$ cat src/rtl/cbg_pkg.sv
package cbg_pkg;
    typedef enum logic [1:0] {
        LVL_SCAN  = 2'b00,
        LVL_BLANK = 2'b01,
        LVL_CLAMP = 2'b10
    } lvl_e;

    typedef enum logic {CLP_IDLE, CLP_PULSE} clp_st_e;
    typedef enum logic [1:0] {INT_IDLE, INT_COUNT, INT_HOLD} int_st_e;
    typedef enum logic {VB_SCAN, VB_BLANK} vb_st_e;
endpackage

$ cat src/rtl/cbg_clamp_mono.sv
module cbg_clamp_mono
    import cbg_pkg::*;
#(
    parameter int CYC = 125
) (
    input  logic clk,
    input  logic rst_n,
    input  logic hsync,
    output logic clamp_on
);
    localparam int CW = $clog2(CYC + 1);
    localparam logic [CW-1:0] LOAD = CW'(CYC - 1);

    clp_st_e       st, st_nx;
    logic [CW-1:0] cnt, cnt_nx;
    logic          hs_d;
    logic          trail;

    // Delayed copy follows the input even in reset, so an edge is only seen when it really occurs.
    always_ff @(posedge clk) hs_d <= hsync;

    assign trail = hs_d & ~hsync;

    always_ff @(posedge clk) begin
        if (!rst_n) begin
            st  <= CLP_IDLE;
            cnt <= '0;
        end else begin
            st  <= st_nx;
            cnt <= cnt_nx;
        end
    end

    always_comb begin
        st_nx  = st;
        cnt_nx = cnt;
        unique case (st)
            CLP_IDLE: begin
                if (trail) begin
                    st_nx  = CLP_PULSE;
                    cnt_nx = LOAD;
                end
            end
            CLP_PULSE: begin
                if (trail) begin
                    cnt_nx = LOAD;
                end else if (cnt == '0) begin
                    st_nx = CLP_IDLE;
                end else begin
                    cnt_nx = cnt - 1'b1;
                end
            end
            default: st_nx = CLP_IDLE;
        endcase
    end

    assign clamp_on = (st == CLP_PULSE);
endmodule

$ cat src/rtl/cbg_vsync_integ.sv
module cbg_vsync_integ
    import cbg_pkg::*;
#(
    parameter int CYC = 1250
) (
    input  logic clk,
    input  logic rst_n,
    input  logic csync,
    input  logic vsync,
    input  logic sel_sep,
    output logic trig
);
    localparam int CW = $clog2(CYC + 1);
    localparam logic [CW-1:0] LAST = CW'(CYC);

    int_st_e       st, st_nx;
    logic [CW-1:0] cnt, cnt_nx;
    logic          vs_d;
    logic          sep_trig;
    logic          cmp_fire;

    always_ff @(posedge clk) vs_d <= vsync;

    assign sep_trig = sel_sep & vsync & ~vs_d;

    always_ff @(posedge clk) begin
        if (!rst_n) begin
            st  <= INT_IDLE;
            cnt <= '0;
        end else begin
            st  <= st_nx;
            cnt <= cnt_nx;
        end
    end

    always_comb begin
        st_nx    = st;
        cnt_nx   = cnt;
        cmp_fire = 1'b0;
        unique case (st)
            INT_IDLE, INT_COUNT: begin
                if (sel_sep || !csync) begin
                    st_nx  = INT_IDLE;
                    cnt_nx = '0;
                end else if (cnt + 1'b1 == LAST) begin
                    st_nx    = INT_HOLD;
                    cnt_nx   = '0;
                    cmp_fire = 1'b1;
                end else begin
                    st_nx  = INT_COUNT;
                    cnt_nx = cnt + 1'b1;
                end
            end
            INT_HOLD: begin
                if (sel_sep || !csync) st_nx = INT_IDLE;
            end
            default: st_nx = INT_IDLE;
        endcase
    end

    assign trig = sep_trig | cmp_fire;
endmodule

$ cat src/rtl/cbg_vblank_timer.sv
module cbg_vblank_timer
    import cbg_pkg::*;
#(
    parameter int GFX_CYC = 71875,
    parameter int MF_CYC  = 37500
) (
    input  logic clk,
    input  logic rst_n,
    input  logic trig,
    input  logic gfx_mode,
    output logic blank_on,
    output logic scan_start
);
    localparam int MAXC = (GFX_CYC > MF_CYC) ? GFX_CYC : MF_CYC;
    localparam int W    = $clog2(MAXC + 1);
    localparam logic [W-1:0] LD_GFX = W'(GFX_CYC - 1);
    localparam logic [W-1:0] LD_MF  = W'(MF_CYC - 1);

    vb_st_e       st, st_nx;
    logic [W-1:0] cnt, cnt_nx;
    logic         strobe_nx;

    always_ff @(posedge clk) begin
        if (!rst_n) begin
            st         <= VB_SCAN;
            cnt        <= '0;
            scan_start <= 1'b0;
        end else begin
            st         <= st_nx;
            cnt        <= cnt_nx;
            scan_start <= strobe_nx;
        end
    end

    always_comb begin
        st_nx     = st;
        cnt_nx    = cnt;
        strobe_nx = 1'b0;
        unique case (st)
            VB_SCAN: begin
                if (trig) begin
                    st_nx  = VB_BLANK;
                    cnt_nx = gfx_mode ? LD_GFX : LD_MF;
                end
            end
            VB_BLANK: begin
                if (cnt == '0) begin
                    st_nx     = VB_SCAN;
                    strobe_nx = 1'b1;
                end else begin
                    cnt_nx = cnt - 1'b1;
                end
            end
            default: st_nx = VB_SCAN;
        endcase
    end

    assign blank_on = (st == VB_BLANK);
endmodule

$ cat src/rtl/clamp_blank_gen.sv
module clamp_blank_gen
    import cbg_pkg::*;
#(
    parameter int CLK_HZ     = 125_000_000,
    parameter int CLAMP_US   = 1,
    parameter int INTEG_US   = 10,
    parameter int VBL_GFX_US = 575,
    parameter int VBL_MF_US  = 300
) (
    input  logic       clk,
    input  logic       rst_n,
    input  logic       hsync,
    input  logic       vsync,
    input  logic       vsep_en,
    input  logic       flyback,
    input  logic       gfx_mode,
    output logic [1:0] level,
    output logic       vscan_start
);
    localparam int CYC_PER_US = CLK_HZ / 1_000_000;
    localparam int CLAMP_CYC  = CYC_PER_US * CLAMP_US;
    localparam int INTEG_CYC  = CYC_PER_US * INTEG_US;
    localparam int GFX_CYC    = CYC_PER_US * VBL_GFX_US;
    localparam int MF_CYC     = CYC_PER_US * VBL_MF_US;

    logic clamp_on;
    logic vtrig;
    logic vblank_on;

    cbg_clamp_mono #(.CYC(CLAMP_CYC)) u_clamp (
        .clk      (clk),
        .rst_n    (rst_n),
        .hsync    (hsync),
        .clamp_on (clamp_on)
    );

    cbg_vsync_integ #(.CYC(INTEG_CYC)) u_integ (
        .clk     (clk),
        .rst_n   (rst_n),
        .csync   (hsync),
        .vsync   (vsync),
        .sel_sep (vsep_en),
        .trig    (vtrig)
    );

    cbg_vblank_timer #(.GFX_CYC(GFX_CYC), .MF_CYC(MF_CYC)) u_vbl (
        .clk        (clk),
        .rst_n      (rst_n),
        .trig       (vtrig),
        .gfx_mode   (gfx_mode),
        .blank_on   (vblank_on),
        .scan_start (vscan_start)
    );

    // Output process: clamp over blank over scan.
    always_comb begin
        if (clamp_on)                    level = LVL_CLAMP;
        else if (flyback || vblank_on)   level = LVL_BLANK;
        else                             level = LVL_SCAN;
    end
endmodule

$ cat config.mk
export PLATFORM = sky130hd
export DESIGN_NAME = clamp_blank_gen
export DESIGN_NICKNAME = d
export VERILOG_FILES = /design/src/rtl/cbg_pkg.sv /design/src/rtl/cbg_clamp_mono.sv /design/src/rtl/cbg_vsync_integ.sv /design/src/rtl/cbg_vblank_timer.sv /design/src/rtl/clamp_blank_gen.sv
export SDC_FILE = /design/constraint.sdc
export NUM_CORES = 1
export LEC_CHECK = 0
export ABC_AREA = 1
export BUFFER_PORTS_ARGS = -buffer_cell sky130_fd_sc_hd__buf_2
export CORE_MARGIN = 2
export CORE_UTILIZATION = 62
export DETAILED_ROUTE_END_ITERATION = 8
export PLACE_DENSITY = 0.8
export SYNTH_ARGS = -nofsm -noshare
export SYNTH_HDL_FRONTEND = slang
export SYNTH_HIERARCHICAL = 1
export SYNTH_SLANG_ARGS = --single-unit
$ cat constraint.sdc
create_clock -name clk -period 4.9 [get_ports clk]
set_input_delay 0.98 -clock clk [delete_from_list [all_inputs] [get_ports clk]]
set_output_delay 0.98 -clock clk [all_outputs]
set_load 0.1 [all_outputs]
# == After elaboration in Yosys (flattened, before gate mapping) ==
# Cells that the tools add are included.
# classes
addsub,3
eq_ne,8
mux,27
n_bitwise,8
n_reduce_logical,10
# op_table
operator,n
$mux W17,3
$pmux W17 S2,1
$mux W11,2
$mux W7,3
$logic_not A17 Y1,1
$sub A17 B1 Y17 const B,1
$pmux W7 S2,1
$add A11 B1 Y11 const B,1
$eq A11 B11 Y1 const B,1
$mux W1,10
$mux W2,4
$logic_not A7 Y1,1
$sub A7 B1 Y7 const B,1
$reduce_and A2 Y1,3
$ne A2 B1 Y1 const B,2
$ne A2 B2 Y1 const B,2
$not A1 Y1,4
$pmux W1 S2,2
$pmux W2 S2,1
$and A1 B1 Y1,3
$ne A3 B3 Y1 const B,1
$eq A2 B1 Y1 const B,1
$eq A2 B2 Y1 const B,1
$logic_not A2 Y1,1
4 further kinds,5
# word_totals
regBits,42
input_bits,7
output_inout_bits,3
word_cells,65

# == Logic depth before layout (Yosys ltp) ==
# depth
depth_word,8
ltp_mapped,17
depth_no_buf,17

# == Modules after synthesis ==
# Netlist, hierarchy kept.
# by_module_without_submodules
mod,n_inst,cells_each,area_each_um2,seq_area_each_um2
cbg_vblank_timer,1,195,1204.9,380.4
cbg_vsync_integ,1,145,935.9,280.3
cbg_clamp_mono,1,77,525.5,180.2
clamp_blank_gen,1,3,15.0,0.0

# == Worst setup path before layout ==
# Ideal clock, no wire load.
# synth_path
kind,input-to-output
start,input flyback
end,output level[0]
arrival_ns,2.265
t_required_ns,3.920
path_slack_ns,1.655
stages,2
n_path_buf,0
cell_sequence,nor2_1 > nor2_1
# synth_between
elab_chain_cells,3
# synth_rtl
element,line_no,source
from (decl),clamp_blank_gen.sv:15,"input logic flyback,"
$logic_or A1 B1 Y1,clamp_blank_gen.sv:58,else if (flyback || vblank_on) level = LVL_BLANK;
$mux W1,clamp_blank_gen.sv:58,
$mux W2,clamp_blank_gen.sv:57,if (clamp_on) level = LVL_CLAMP;
to (decl),clamp_blank_gen.sv:17,"output logic [1:0] level,"
# Every way passes these cells.

# == Worst setup path in the final report ==
# layout_path
start,register u_integ.cnt[0]
end,register u_vbl.cnt[9]
# layout_between
elab_chain_cells,8
# layout_rtl
element,line_no,source
from (decl),cbg_vsync_integ.sv:17,"logic [CW-1:0] cnt, cnt_nx;"
from (signal assigned),cbg_vsync_integ.sv:32,cnt <= cnt_nx;
$add A11 B1 Y11,cbg_vsync_integ.sv:45,end else if (cnt + 1'b1 == LAST) begin
$eq A11 B11 Y1,cbg_vsync_integ.sv:45,
$mux W1,cbg_vsync_integ.sv:45,
$mux W1,cbg_vsync_integ.sv:42,if (sel_sep || !csync) begin
$mux W1,cbg_vsync_integ.sv:40,unique case (st)
$or A1 B1 Y1,cbg_vsync_integ.sv:61,assign trig = sep_trig | cmp_fire;
net vtrig,clamp_blank_gen.sv:27,logic vtrig;
$ne A2 B2 Y1 (no line),n/a,
$reduce_and A2 Y1 (no line),n/a,
to (signal assigned),cbg_vblank_timer.sv:30,cnt <= cnt_nx;
to (decl),cbg_vblank_timer.sv:20,"logic [W-1:0] cnt, cnt_nx;"
# The timed path passes the listed nets, and every way through them passes these cells.
# A chain may end at the register's enable or synchronous reset.

==> impl_metrics.yaml <==
worst_setup_path:
  worstPathRequired_ps: 5130
  start_kind: "flip-flop"
  crit_type: "flip-flop to flip-flop"
  timing.rr.start: "u_integ/cnt[0]$_SDFFE_PN0P_"
  crit_fanout: 12
  crit_family: "simple AND/OR/NAND/NOR gates"
  crit_slowest_cell: "dfxtp_1"
  crit_buf_inv: 1
  critical_path.startpoint: "u_integ/cnt[0]$_SDFFE_PN0P_"
  worstPathArrival_ps: 2870
  path_common_cell: "nand2_1"
  critical-path-max-stage-delay_ps: 440
  critPathCaptureType: "flip-flop"
  cp_cell_sequence: "ha_1 -> nand2_1 -> nor2_1 -> nand2_1 -> nand2_1 -> nand2_2 -> inv_2 -> nand2_1 -> nor2_2 -> nand3_2 -> o21ai_1 -> nand2_1 -> nand2_2 -> nand2_1 -> o21ai_0"
timing:
  fin_tns_setup_ps: 0
  timing.fmax_mhz: 378
  max_slew_margin_pct: 64.8
  worstMarginPinSlew_ps: 525
  layout_min_cycle_time_ps: 2650
  clock_skew_ps: 10.2
  hold_viol: 0
  timing.hold.ws_ps: 480
  finalSetupViolCount: 0
  fin_crit_sh_pct: 54.0
  rsz0062_at_grt: "no"
  drv_slew: 0
run_status:
  status: "complete, no violations"
route:
  wirelength_mm: 5.81
  ant_nets: 0
  wire_per_inst_um: 12.1
  drt-initial-drc-count: 158
  drc: 0
  firstDrtPassIters: 4
  vias_per_cell: 5.36
  num_vias: 2573
synthesis:
  synth_cell_types: 34
  synth_area_leaders: "dfxtp_1, nand2_1, nand3_1, inv_1, nor2_1"
  syn-mean-instance-area_um2: 6.38
  synth-seq-area-share_pct: 31.4
  syn-num-nets: 432
  syn_area_um2: 2680
  synth-async-reset-ratio_pct: 0
  synth_area_leader_cell: "dfxtp_1"
  synth.top_cell.area_share_pct: 31.4
  yosys_most_used_dff: "dfxtp_1"
  yosysWarnings: 6
  synth_edf_count: 0
  synth-seq-cells: 42
  synth_cells: 420
final_layout:
  nNetsFinal: 441
  drive_gt1_share_pct: 14.7
  fillers: 382
  area_delta_synth_final_pct: 6.35
  antennaDiodeCount: 0
die:
  die_area_um2: 4870
  initial_utilization_pct: 65.6
  boundaryPins: 10
  fp.dieW_um: 69.8
  die-height_um: 69.8
  design.core.area_um2: 4090
  rows: 23
place:
  dp_hpwl_mm: 4.24
  io_buffers: 9
  gp_congestion: 1.00
clock_tree:
  path_clk_slew_ps: 80
  ctsHoldBuffers: 0
  worstSkewPairLatency_ps: 300
  cts_resized: 0
  cts_root_buf: "clkbuf_8"
  cts_tree: "done"
  cts_buffer_depth: 2
  cts_made_buffers: 5
  htreeDepth: 2
  postCtsSetupRepairBufs: 0
  cts_sinks: 42
pwr:
  ir_drop_v: 0.000165
  power_density_nw_per_um2: 334
  p_leak_nw: 1.29
run:
  drv_cap: 0
grt:
  grt_pass1_vias: 2364
  overflow: 0
  grt_pass1_wl_mm: 10.2
  track_usage_pct: 25.4
  antenna_found_initial: 0
  grt_max_degree: 21
worst_hold_path:
  hold_start: "u_vbl/cnt[1]$_SDFFE_PN0P_"
  hold_class: "flip-flop to flip-flop"
[synth_stat cells (4+ instances only)]
| cell | n |
|---|---|
| a21oi_1 | 20 |
| dfxtp_1 | 42 |
| ha_1 | 5 |
| inv_1 | 54 |
| inv_2 | 5 |
| nand2_1 | 114 |
| nand2_2 | 13 |
| nand3_1 | 48 |
| nand3_2 | 4 |
| nand4_1 | 7 |
| nor2_1 | 50 |
| nor2_2 | 12 |
| nor2_4 | 4 |
| o21ai_0 | 4 |
| o21ai_1 | 12 |
[layout make-up]
type / instances / area (µm²) / share of cell area, %
Multi-Input combinational cell: 311 / 1570 / 55.0
Sequential cell: 42 / 841 / 29.5
Inverter: 60 / 225 / 7.90
Clock buffer: 6 / 72.6 / 2.54
Tap cell: 50 / 62.6 / 2.19
Timing Repair Buffer: 9 / 45.0 / 1.58
Clock inverter: 2 / 37.5 / 1.32
[power by group]
group / switching, mW / leakage [nW] / internal, mW
sequential: 0.0269 / 0.343 / 0.366
combinational: 0.190 / 0.900 / 0.0935
clock: 0.123 / 0.0514 / 0.152
[cells in the final DEF, fill, tap and decap left out, types with 2 or more instances in the layout]
master / count
nand3_2: 4
nor2_4: 4
clkbuf_8: 5
buf_2: 9
nand3b_1: 3
nand2_2: 13
o21ai_0: 4
nand2_1: 114
o21ai_1: 12
nand4_1: 7
inv_1: 54
nor2_1: 50
nor2_2: 12
ha_1: 5
nand3_1: 48
dfxtp_1: 42
o22ai_1: 2
a21oi_1: 20
nand2_4: 3
inv_2: 5
[sequential cells by signal, summed over array words and instances, names as in the netlist, 2 cells and up]
name	flops
u_clamp/cnt	7
u_vbl/cnt	17
u_integ/cnt	11
u_integ/st	2
[worst reg2reg max path, cell delays in order, from the launching register on]
cell and delay, ps:
dfxtp_1 440, ha_1 270, nand2_1 140, nor2_1 170
nand2_1 70, nand2_1 70, nand2_2 90, inv_2 60
nand2_1 60, nor2_2 100, nand3_2 90, o21ai_1 120
nand2_1 300, nand2_2 350, nand2_1 110, o21ai_0 170
[through the flow]
| step | worst slack [ps] | util, % | power (mW) | area [µm²] | instances |
|---|---|---|---|---|---|
| finish | 2250 | 69.8 | 0.951 | 2850 | 480 |
| floorplan | 1660 | - | 0.630 | 2680 | 420 |
| global route | 2000 | 69.8 | 1.01 | 2850 | 480 |
| global placement | 2230 | 67.1 | 0.670 | 2740 | 472 |
| detailed placement | 2090 | 67.1 | 0.678 | 2740 | 472 |
| CTS | 2280 | 69.8 | 0.953 | 2850 | 480 |
[logic make-up (layout without fill, tap and decap cells)]
family                   after synthesis  after routing  share of synthesized area (%)
flip-flops                            42             42                           31.4
buffers and inverters                 67             77                           10.2
AND/OR/NAND/NOR                      263            263                           47.4
adder cells (fa/ha/maj)                5              5                           2.33
XOR/XNOR                               2              2                          0.653
AO/OA/AOI/OAI                         41             41                           8.12
[layer usage]
layer,track usage (%),part of all wire [%],vias up
met4,7.69,1.3,0
met2,41.3,45,65
li1,-,-,1346
met5,0,0,-
met3,4.80,5.3,8
met1,34.2,48,1154
[worst paths after layout]
check,slack [ps],to,cells after the start
max,2250,u_vbl/cnt[9]$_SDFFE_PN0P_,15
min,480,u_vbl/cnt[1]$_SDFFE_PN0P_,2
min reg2reg,480,u_vbl/cnt[1]$_SDFFE_PN0P_,2
max reg2reg,2250,u_vbl/cnt[9]$_SDFFE_PN0P_,15
No activity file was read; power rests on OpenSTA's default activity.
